[src/rtl/rimm_pkg.sv]
package rimm_pkg;

   // Which of the two candidate encodings is reported
   typedef enum logic [1:0] {
      FORM_NONE   = 2'd0,
      FORM_DIRECT = 2'd1,
      FORM_INVERT = 2'd2
   } rimm_form_e;

   localparam int unsigned DEF_DATA_W   = 32;
   localparam int unsigned DEF_IMM_W    = 8;
   localparam int unsigned DEF_ROT_STEP = 2;

endpackage

[src/rtl/rimm_probe.sv]
// One rotation candidate: rotate left by SHIFT and test whether the
// result fits in the low IMM_W bits.
module rimm_probe #(
   parameter int unsigned DATA_W = 32,
   parameter int unsigned IMM_W  = 8,
   parameter int unsigned SHIFT  = 0
) (
   input  logic [DATA_W-1:0] word_i,
   output logic              fit_o,
   output logic [IMM_W-1:0]  imm_o
);

   logic [DATA_W-1:0] turned;

   generate
      if (SHIFT == 0) begin : g_plain
         assign turned = word_i;
      end else begin : g_turn
         assign turned = {word_i[DATA_W-SHIFT-1:0], word_i[DATA_W-1:DATA_W-SHIFT]};
      end
   endgenerate

   assign fit_o = ~|turned[DATA_W-1:IMM_W];
   assign imm_o = turned[IMM_W-1:0];

endmodule

[src/rtl/rimm_search.sv]
// Tries every even rotation in parallel and keeps the smallest one that fits.
module rimm_search #(
   parameter int unsigned DATA_W   = 32,
   parameter int unsigned IMM_W    = 8,
   parameter int unsigned ROT_STEP = 2,
   localparam int unsigned NUM_ROT = DATA_W / ROT_STEP,
   localparam int unsigned ROT_W   = $clog2(NUM_ROT)
) (
   input  logic [DATA_W-1:0] word_i,
   output logic              found_o,
   output logic [IMM_W-1:0]  imm_o,
   output logic [ROT_W-1:0]  rot_o
);

   logic [NUM_ROT-1:0] fit_vec;
   logic [IMM_W-1:0]   imm_arr [NUM_ROT];

   generate
      for (genvar k = 0; k < NUM_ROT; k++) begin : g_probe
         rimm_probe #(
            .DATA_W (DATA_W),
            .IMM_W  (IMM_W),
            .SHIFT  (k * ROT_STEP)
         ) u_probe (
            .word_i (word_i),
            .fit_o  (fit_vec[k]),
            .imm_o  (imm_arr[k])
         );
      end
   endgenerate

   // Scan from the top down so the lowest fitting index wins
   always_comb begin
      found_o = 1'b0;
      imm_o   = '0;
      rot_o   = '0;
      for (int k = NUM_ROT - 1; k >= 0; k--) begin
         if (fit_vec[k]) begin
            found_o = 1'b1;
            imm_o   = imm_arr[k];
            rot_o   = ROT_W'(k);
         end
      end
   end

endmodule

[src/rtl/rimm_select.sv]
// Chooses between the direct and the complemented encoding.
module rimm_select
   import rimm_pkg::*;
#(
   parameter int unsigned IMM_W = 8,
   parameter int unsigned ROT_W = 4
) (
   input  logic             dir_found_i,
   input  logic [IMM_W-1:0] dir_imm_i,
   input  logic [ROT_W-1:0] dir_rot_i,
   input  logic             inv_found_i,
   input  logic [IMM_W-1:0] inv_imm_i,
   input  logic [ROT_W-1:0] inv_rot_i,
   output logic [IMM_W-1:0] imm_o,
   output logic [ROT_W-1:0] rot_o
);

   rimm_form_e form;

   always_comb begin
      if (dir_found_i)      form = FORM_DIRECT;
      else if (inv_found_i) form = FORM_INVERT;
      else                  form = FORM_NONE;
   end

   always_comb begin
      unique case (form)
         FORM_DIRECT: begin
            imm_o = dir_imm_i;
            rot_o = dir_rot_i;
         end
         FORM_INVERT: begin
            imm_o = inv_imm_i;
            rot_o = inv_rot_i;
         end
         default: begin
            imm_o = '0;
            rot_o = '0;
         end
      endcase
   end

endmodule

[src/rtl/rotimm_check.sv]
module rotimm_check #(
   parameter int unsigned DATA_W   = rimm_pkg::DEF_DATA_W,
   parameter int unsigned IMM_W    = rimm_pkg::DEF_IMM_W,
   parameter int unsigned ROT_STEP = rimm_pkg::DEF_ROT_STEP,
   localparam int unsigned NUM_ROT = DATA_W / ROT_STEP,
   localparam int unsigned ROT_W   = $clog2(NUM_ROT)
) (
   input  logic              clk,
   input  logic              rst_n,
   input  logic              valid_in,
   input  logic [DATA_W-1:0] data_in,
   output logic              valid_out,
   output logic              direct_ok,
   output logic              inverted_ok,
   output logic [IMM_W-1:0]  imm_out,
   output logic [ROT_W-1:0]  rot_out
);

   initial begin
      assert (ROT_STEP > 0 && (DATA_W % ROT_STEP) == 0)
         else $error("rotation step must divide the data width");
      assert (IMM_W > 0 && IMM_W < DATA_W)
         else $error("immediate must be narrower than the data word");
      assert ((1 << ROT_W) == NUM_ROT)
         else $error("rotation count must be a power of two");
   end

   logic              dir_found, inv_found;
   logic [IMM_W-1:0]  dir_imm, inv_imm, sel_imm;
   logic [ROT_W-1:0]  dir_rot, inv_rot, sel_rot;
   logic [DATA_W-1:0] data_inv;

   assign data_inv = ~data_in;

   rimm_search #(
      .DATA_W   (DATA_W),
      .IMM_W    (IMM_W),
      .ROT_STEP (ROT_STEP)
   ) u_dir (
      .word_i  (data_in),
      .found_o (dir_found),
      .imm_o   (dir_imm),
      .rot_o   (dir_rot)
   );

   rimm_search #(
      .DATA_W   (DATA_W),
      .IMM_W    (IMM_W),
      .ROT_STEP (ROT_STEP)
   ) u_inv (
      .word_i  (data_inv),
      .found_o (inv_found),
      .imm_o   (inv_imm),
      .rot_o   (inv_rot)
   );

   rimm_select #(
      .IMM_W (IMM_W),
      .ROT_W (ROT_W)
   ) u_sel (
      .dir_found_i (dir_found),
      .dir_imm_i   (dir_imm),
      .dir_rot_i   (dir_rot),
      .inv_found_i (inv_found),
      .inv_imm_i   (inv_imm),
      .inv_rot_i   (inv_rot),
      .imm_o       (sel_imm),
      .rot_o       (sel_rot)
   );

   always_ff @(posedge clk or negedge rst_n) begin
      if (!rst_n) begin
         valid_out   <= 1'b0;
         direct_ok   <= 1'b0;
         inverted_ok <= 1'b0;
         imm_out     <= '0;
         rot_out     <= '0;
      end else begin
         valid_out <= valid_in;
         if (valid_in) begin
            direct_ok   <= dir_found;
            inverted_ok <= inv_found;
            imm_out     <= sel_imm;
            rot_out     <= sel_rot;
         end
      end
   end

endmodule

[config.mk]
export PLATFORM = sky130hd
export DESIGN_NAME = rotimm_check
export DESIGN_NICKNAME = d
export VERILOG_FILES = /design/src/rtl/rimm_pkg.sv /design/src/rtl/rimm_probe.sv /design/src/rtl/rimm_search.sv /design/src/rtl/rimm_select.sv /design/src/rtl/rotimm_check.sv
export SDC_FILE = /design/constraint.sdc
export NUM_CORES = 1
export LEC_CHECK = 0
export BUFFER_PORTS_ARGS = -buffer_cell sky130_fd_sc_hd__buf_2
export CAP_MARGIN = 20
export CORE_ASPECT_RATIO = 1.4
export CORE_MARGIN = 4
export CORE_UTILIZATION = 45
export CTS_CLUSTER_DIAMETER = 50
export DETAILED_ROUTE_END_ITERATION = 12
export GPL_TIMING_DRIVEN = 0
export PLACE_DENSITY = 0.69
export SETUP_SLACK_MARGIN = 0.02
export SLEW_MARGIN = 20
export SYNTH_ARGS = -nofsm -noshare
export SYNTH_HDL_FRONTEND = slang
export SYNTH_SLANG_ARGS = --single-unit
[constraint.sdc]
create_clock -name clk -period 1.2 [get_ports clk]
set_input_delay 0.24 -clock clk [delete_from_list [all_inputs] [get_ports clk]]
set_output_delay 0.24 -clock clk [all_outputs]
set_load 0.005 [all_outputs]
* After elaboration in Yosys (flattened, before gate mapping)
Cells that the tools add are included.
** Storage, ports and cells
- Word-level logic and storage cells :: 140
- Output and inout bits :: 15
- Input port bits :: 35
- Flip-flop bits (word level) :: 15
** Cells by class
- Reduce and logical (&&, ||, !) cells :: 32
- Equality and inequality tests :: 2
- Bitwise operators :: 1
- Multiplexer cells :: 100
** Operators with widths (count)
- 24-bit OR reduction :: 32
- 8-bit two-way mux :: 32
- 4-bit two-way mux :: 32
- 1-bit two-way mux :: 32
- 32-bit NOT :: 1
- 8-bit case mux with 2 select lines :: 1
- 4-bit case mux with 2 select lines :: 1
- 2-bit two-way mux :: 2
- 2-bit by 1-bit equality test with 1-bit output (second input constant) :: 1
- 2-bit equality test (second input constant) :: 1

* Logic depth before layout (Yosys ltp)
- Depth in word-level cells :: 22
- Gate-level depth with buffers :: 11
- Depth with buffers taken out :: 8

* By module
Synthesis repeated with hierarchy kept, for this count alone.
** Unflattened totals
- Cells, all modules :: 1029
- Area, all modules :: 7118.1 um^2
** Modules (own cells, without submodules)
- rimm_probe :: area each 117.6 um^2, times used 32, sequential area each 0.0 um^2, cells each 17
- rimm_search :: area each 1280.0 um^2, times used 2, sequential area each 0.0 um^2, cells each 204
- rotimm_check :: area each 664.4 um^2, times used 1, sequential area each 375.4 um^2, cells each 62
- rimm_select :: area each 130.1 um^2, times used 1, sequential area each 0.0 um^2, cells each 15

* Worst setup path after synthesis
OpenSTA, ideal clock, no wires.
- Path kind :: input-to-reg
- From :: input port data_in[18]
- To :: register imm_out[2]
- Arrival time :: 2.485 ns
- Data required time :: 1.069 ns
- Setup slack :: -1.415 ns
- Stages :: 9
- Buffers on the path :: 1
- Cells stage by stage :: buf_2 > or4_1 > or4_1 > o221a_2 > a2111oi_0 > nor3_1 > a21oi_1 > a211o_1 > nand3_1
** On the way
- Word-level cells in the longest chain between the ends :: 22
- Elaborated cells on any way between the ends :: 94
** Ends and longest elaborated chain
- from (decl) :: RTL line rotimm_check.sv:11 : input logic [DATA_W-1:0] data_in,
- 32-bit NOT :: RTL line rotimm_check.sv:33 : assign data_inv = ~data_in;
- 24-bit OR reduction :: RTL line rimm_probe.sv:23 : assign fit_o = ~|turned[DATA_W-1:IMM_W];
- 1-bit two-way mux (16 in series) :: RTL line rimm_search.sv:38 : if (fit_vec[k]) begin
- 2-bit two-way mux :: RTL line rimm_select.sv:22 : else if (inv_found_i) form = FORM_INVERT;
- 2-bit two-way mux :: RTL line rimm_select.sv:21 : if (dir_found_i) form = FORM_DIRECT;
- 2-bit equality test / 2-bit by 1-bit equality test with 1-bit output (equally long branches) :: RTL line rimm_select.sv:27 : unique case (form)
- 8-bit case mux with 2 select lines (*) :: RTL line rimm_select.sv:27
- to (signal assigned) :: RTL line rotimm_check.sv:83 : imm_out <= sel_imm;
- to (decl) :: RTL line rotimm_check.sv:15 : output logic [IMM_W-1:0] imm_out,
Mark *: on every way between the ends. The rest lies on a longest branch, timed or not.
A chain may end at the register's enable or synchronous reset.

* Worst setup path after layout
- From :: input port data_in[4]
- To :: register imm_out[6]
** On the way
- Word-level cells in the longest chain between the ends :: 20
- Elaborated cells on any way between the ends :: 86
** Ends and longest elaborated chain (RTL line)
- 32-bit NOT :: rotimm_check.sv:33
- 24-bit OR reduction :: rimm_probe.sv:23
- 1-bit two-way mux (14 in series) :: rimm_search.sv:38
- 2-bit two-way mux :: rimm_select.sv:22
- 2-bit two-way mux :: rimm_select.sv:21
- 2-bit equality test / 2-bit by 1-bit equality test with 1-bit output (equally long branches) :: rimm_select.sv:27
- 8-bit case mux with 2 select lines (*) :: rimm_select.sv:27
Marked as above.

==> metrics.yaml <==
status: "complete, but fails checks"
violations: "negative setup slack"
ant_nets: 0
grt_first_pass_wirelength_mm: 42.0
fin_skew_ns: 0
core-area_um2: 10100
ys.flop_type: "dfrtp_1"
place_hpwl_mm: 18.9
drv_slew: 0
synth-edff-count: 0
drt-pass1-iter-count: 9
critical_path_class: "input pin to flop"
synth_area_um2: 4700
drive_above_1_share_pct: 42.6
tns_ns: -16.57
whs_ns: 0.116
p_leak_nw: 3.03
clk_latency_ns: 0.25
crit_required_ns: 1.37
grt_usage_pct: 44.5
powerDensity_nw_per_um2: 291
rsz0062_at_grt: "yes"
cts_tree: "yes"
synth_common_cells: "nor2_1 (89), nand2_1 (64), clkbuf_1 (63)"
synthTopCellsByArea: "dfrtp_1 (8.0%), nor2_1 (7.1%), nand4_1 (5.2%), nand2_1 (5.1%), clkbuf_1 (5.0%)"
numPortBuffers: 44
wl_mm: 29.1
gp_congestion: 1.09
fill_cells: 711
die-area_um2: 12200
overflow: 0
synth_cell_type_count: 69
fp.dieW_um: 94.4
synth_most_common_cell: "nor2_1"
vias: 8279
clkTransAtPathRegs_ns: 0.05
drtIter0Drc: 1395
clock_sinks: 15
area_delta_synth_final_pct: 64.9
post-route-util_pct: 77.1
dp_cells: 922
min_period_ns: 2.59
endpoint_kind: "flop"
start_kind: "input pin"
antenna_found_initial: 0
max_freq_ghz: 0.385
synth_fp_nets: 778
cap_violations: 0
grt_max_degree: 16
rows: 43
final_nets: 950
fin_ws_ns: -1.39
wl_per_cell_um: 27.8
syn_avg_cell_area_um2: 6.33
cts_buffers: 3
finalSetupViolations: 14
relSlewSlack_pct: 48.8
peakVddDrop_mv: 0.361
drc: 0
initial_core_util_pct: 46.7
htreeDepth: 1
io_pins: 50
stdcell_count: 1049
synth_top_area_share_pct: 7.99
seq_area_frac_synth_pct: 7.99
antennaDiodeCount: 0
syn_inst: 743
hold_class: "input pin to flop"
crit_fanout: 5
synth_top_area_cell: "dfrtp_1"
hold_viol: 0
grt_pass1_vias: 7520
cts_buffer_depth: 2
critPathArrivalTime_ns: 2.76
via_per_inst: 7.89
ys_seq_elements: 15
die_height_um: 129
fin_crit_sh_pct: 216
tightest_slew_ns: 0.769
yosys_warnings: 0
clockRootBuffer: "clkbuf_16"
async_flop_share_pct: 100
## path summary, 6_finish.rpt
check / from / end / slack [ns] / cells past startpoint
setup / recovery: data_in[4] / imm_out[6] / -1.39 / 10
hold / removal: valid_in / valid_out / 0.12 / 1
setup reg to reg: imm_out[3] / imm_out[3] / -0.20 / 4
hold reg to reg: direct_ok / direct_ok / 0.48 / 1
max in group asynchronous: rst_n / inverted_ok / 0.51 / 2
min in group asynchronous: rst_n / imm_out[1] / 0.43 / 2
## sequential cells by signal, summed over array words and instances, names as in the netlist
register and count:
direct_ok 1, imm_out 8, inverted_ok 1, rot_out 4, valid_out 1
## cell type report
type                    count  area, um2  area share [%]
clock inverters             1       5.00          0.0645
repair buffers            172       1430            18.5
well taps                 135        169            2.18
multi-input cells         646       5150            66.5
inverters                  10       37.5           0.484
flip-flops and latches     15        375            4.84
plain buffers              67        503            6.49
clock buffers               3       75.1           0.968
## layer usage
metal | wire, um | GRT usage [%] | vias to the layer above | part of all wire, %
met3 | 4360 | 12.3 | 292 | 15
met1 | 9620 | 53.4 | 3711 | 33
met2 | 12200 | 68.2 | 929 | 42
li1 | - | - | 3347 | -
met5 | 0 | 0 | - | 0
met4 | 2960 | 30.8 | 0 | 10
## metrics by stage
step / cell area [um2] / setup slack, ns / power, mW
finish: 7750 / -1.39 / 2.25
CTS: 6980 / -1.32 / 2.08
global placement: 5350 / -2.26 / 1.25
detailed placement: 5350 / -2.34 / 1.26
floorplan: 4960 / -1.25 / 0.910
global route: 7750 / -1.43 / 2.29
## cell usage in the layout, fill, tap and decap left out, types with 15 or more instances in the layout
cell type  Yosys  layout
nor3_1        46      26
o21ai_0       42      31
a21oi_1       30      23
dfrtp_1       15      15
nand3_1       29      25
clkbuf_2       0      16
nor4_4         3      23
clkbuf_1      63      18
nand2_1       64      50
nor2_1        89      71
nand4_1       39      39
buf_6          0      34
o21ai_1        7      15
or3_1         24      18
buf_4          0     113
buf_2          8      30
a221oi_1      24      17
## worst max-delay path, cell delays in order
cell and delay, ns:
buf_8 0.10, nor4_4 0.43, nand4_1 0.26, or2_0 0.28, buf_4 0.15, a311oi_4 0.31
or4b_4 0.54, a21boi_4 0.22, a31oi_2 0.06, o2bb2ai_1 0.16
## logic make-up after synthesis
kind of cell | Yosys count | synth area share (%)
multiplexers | 9 | 2.00
flip-flops | 15 | 7.99
buffers and inverters | 82 | 6.76
AO/OA/AOI/OAI | 238 | 36.7
AND/OR/NAND/NOR | 399 | 46.6
## timing repair
action,in CTS,in global routing
pin swaps,70,63
hold buffers,1,0
cloned,2,0
resized for setup,209,146
endpoints found under the hold margin,15,0
setup endpoints to repair,14,14
setup buffers,84,41
## power breakdown
group	total (mW)	switching, mW	internal (mW)
sequential	0.522	0.00473	0.518
clock	0.653	0.208	0.445
combinational	1.08	0.747	0.331
Note: power is estimated with default switching activity, not from simulation.
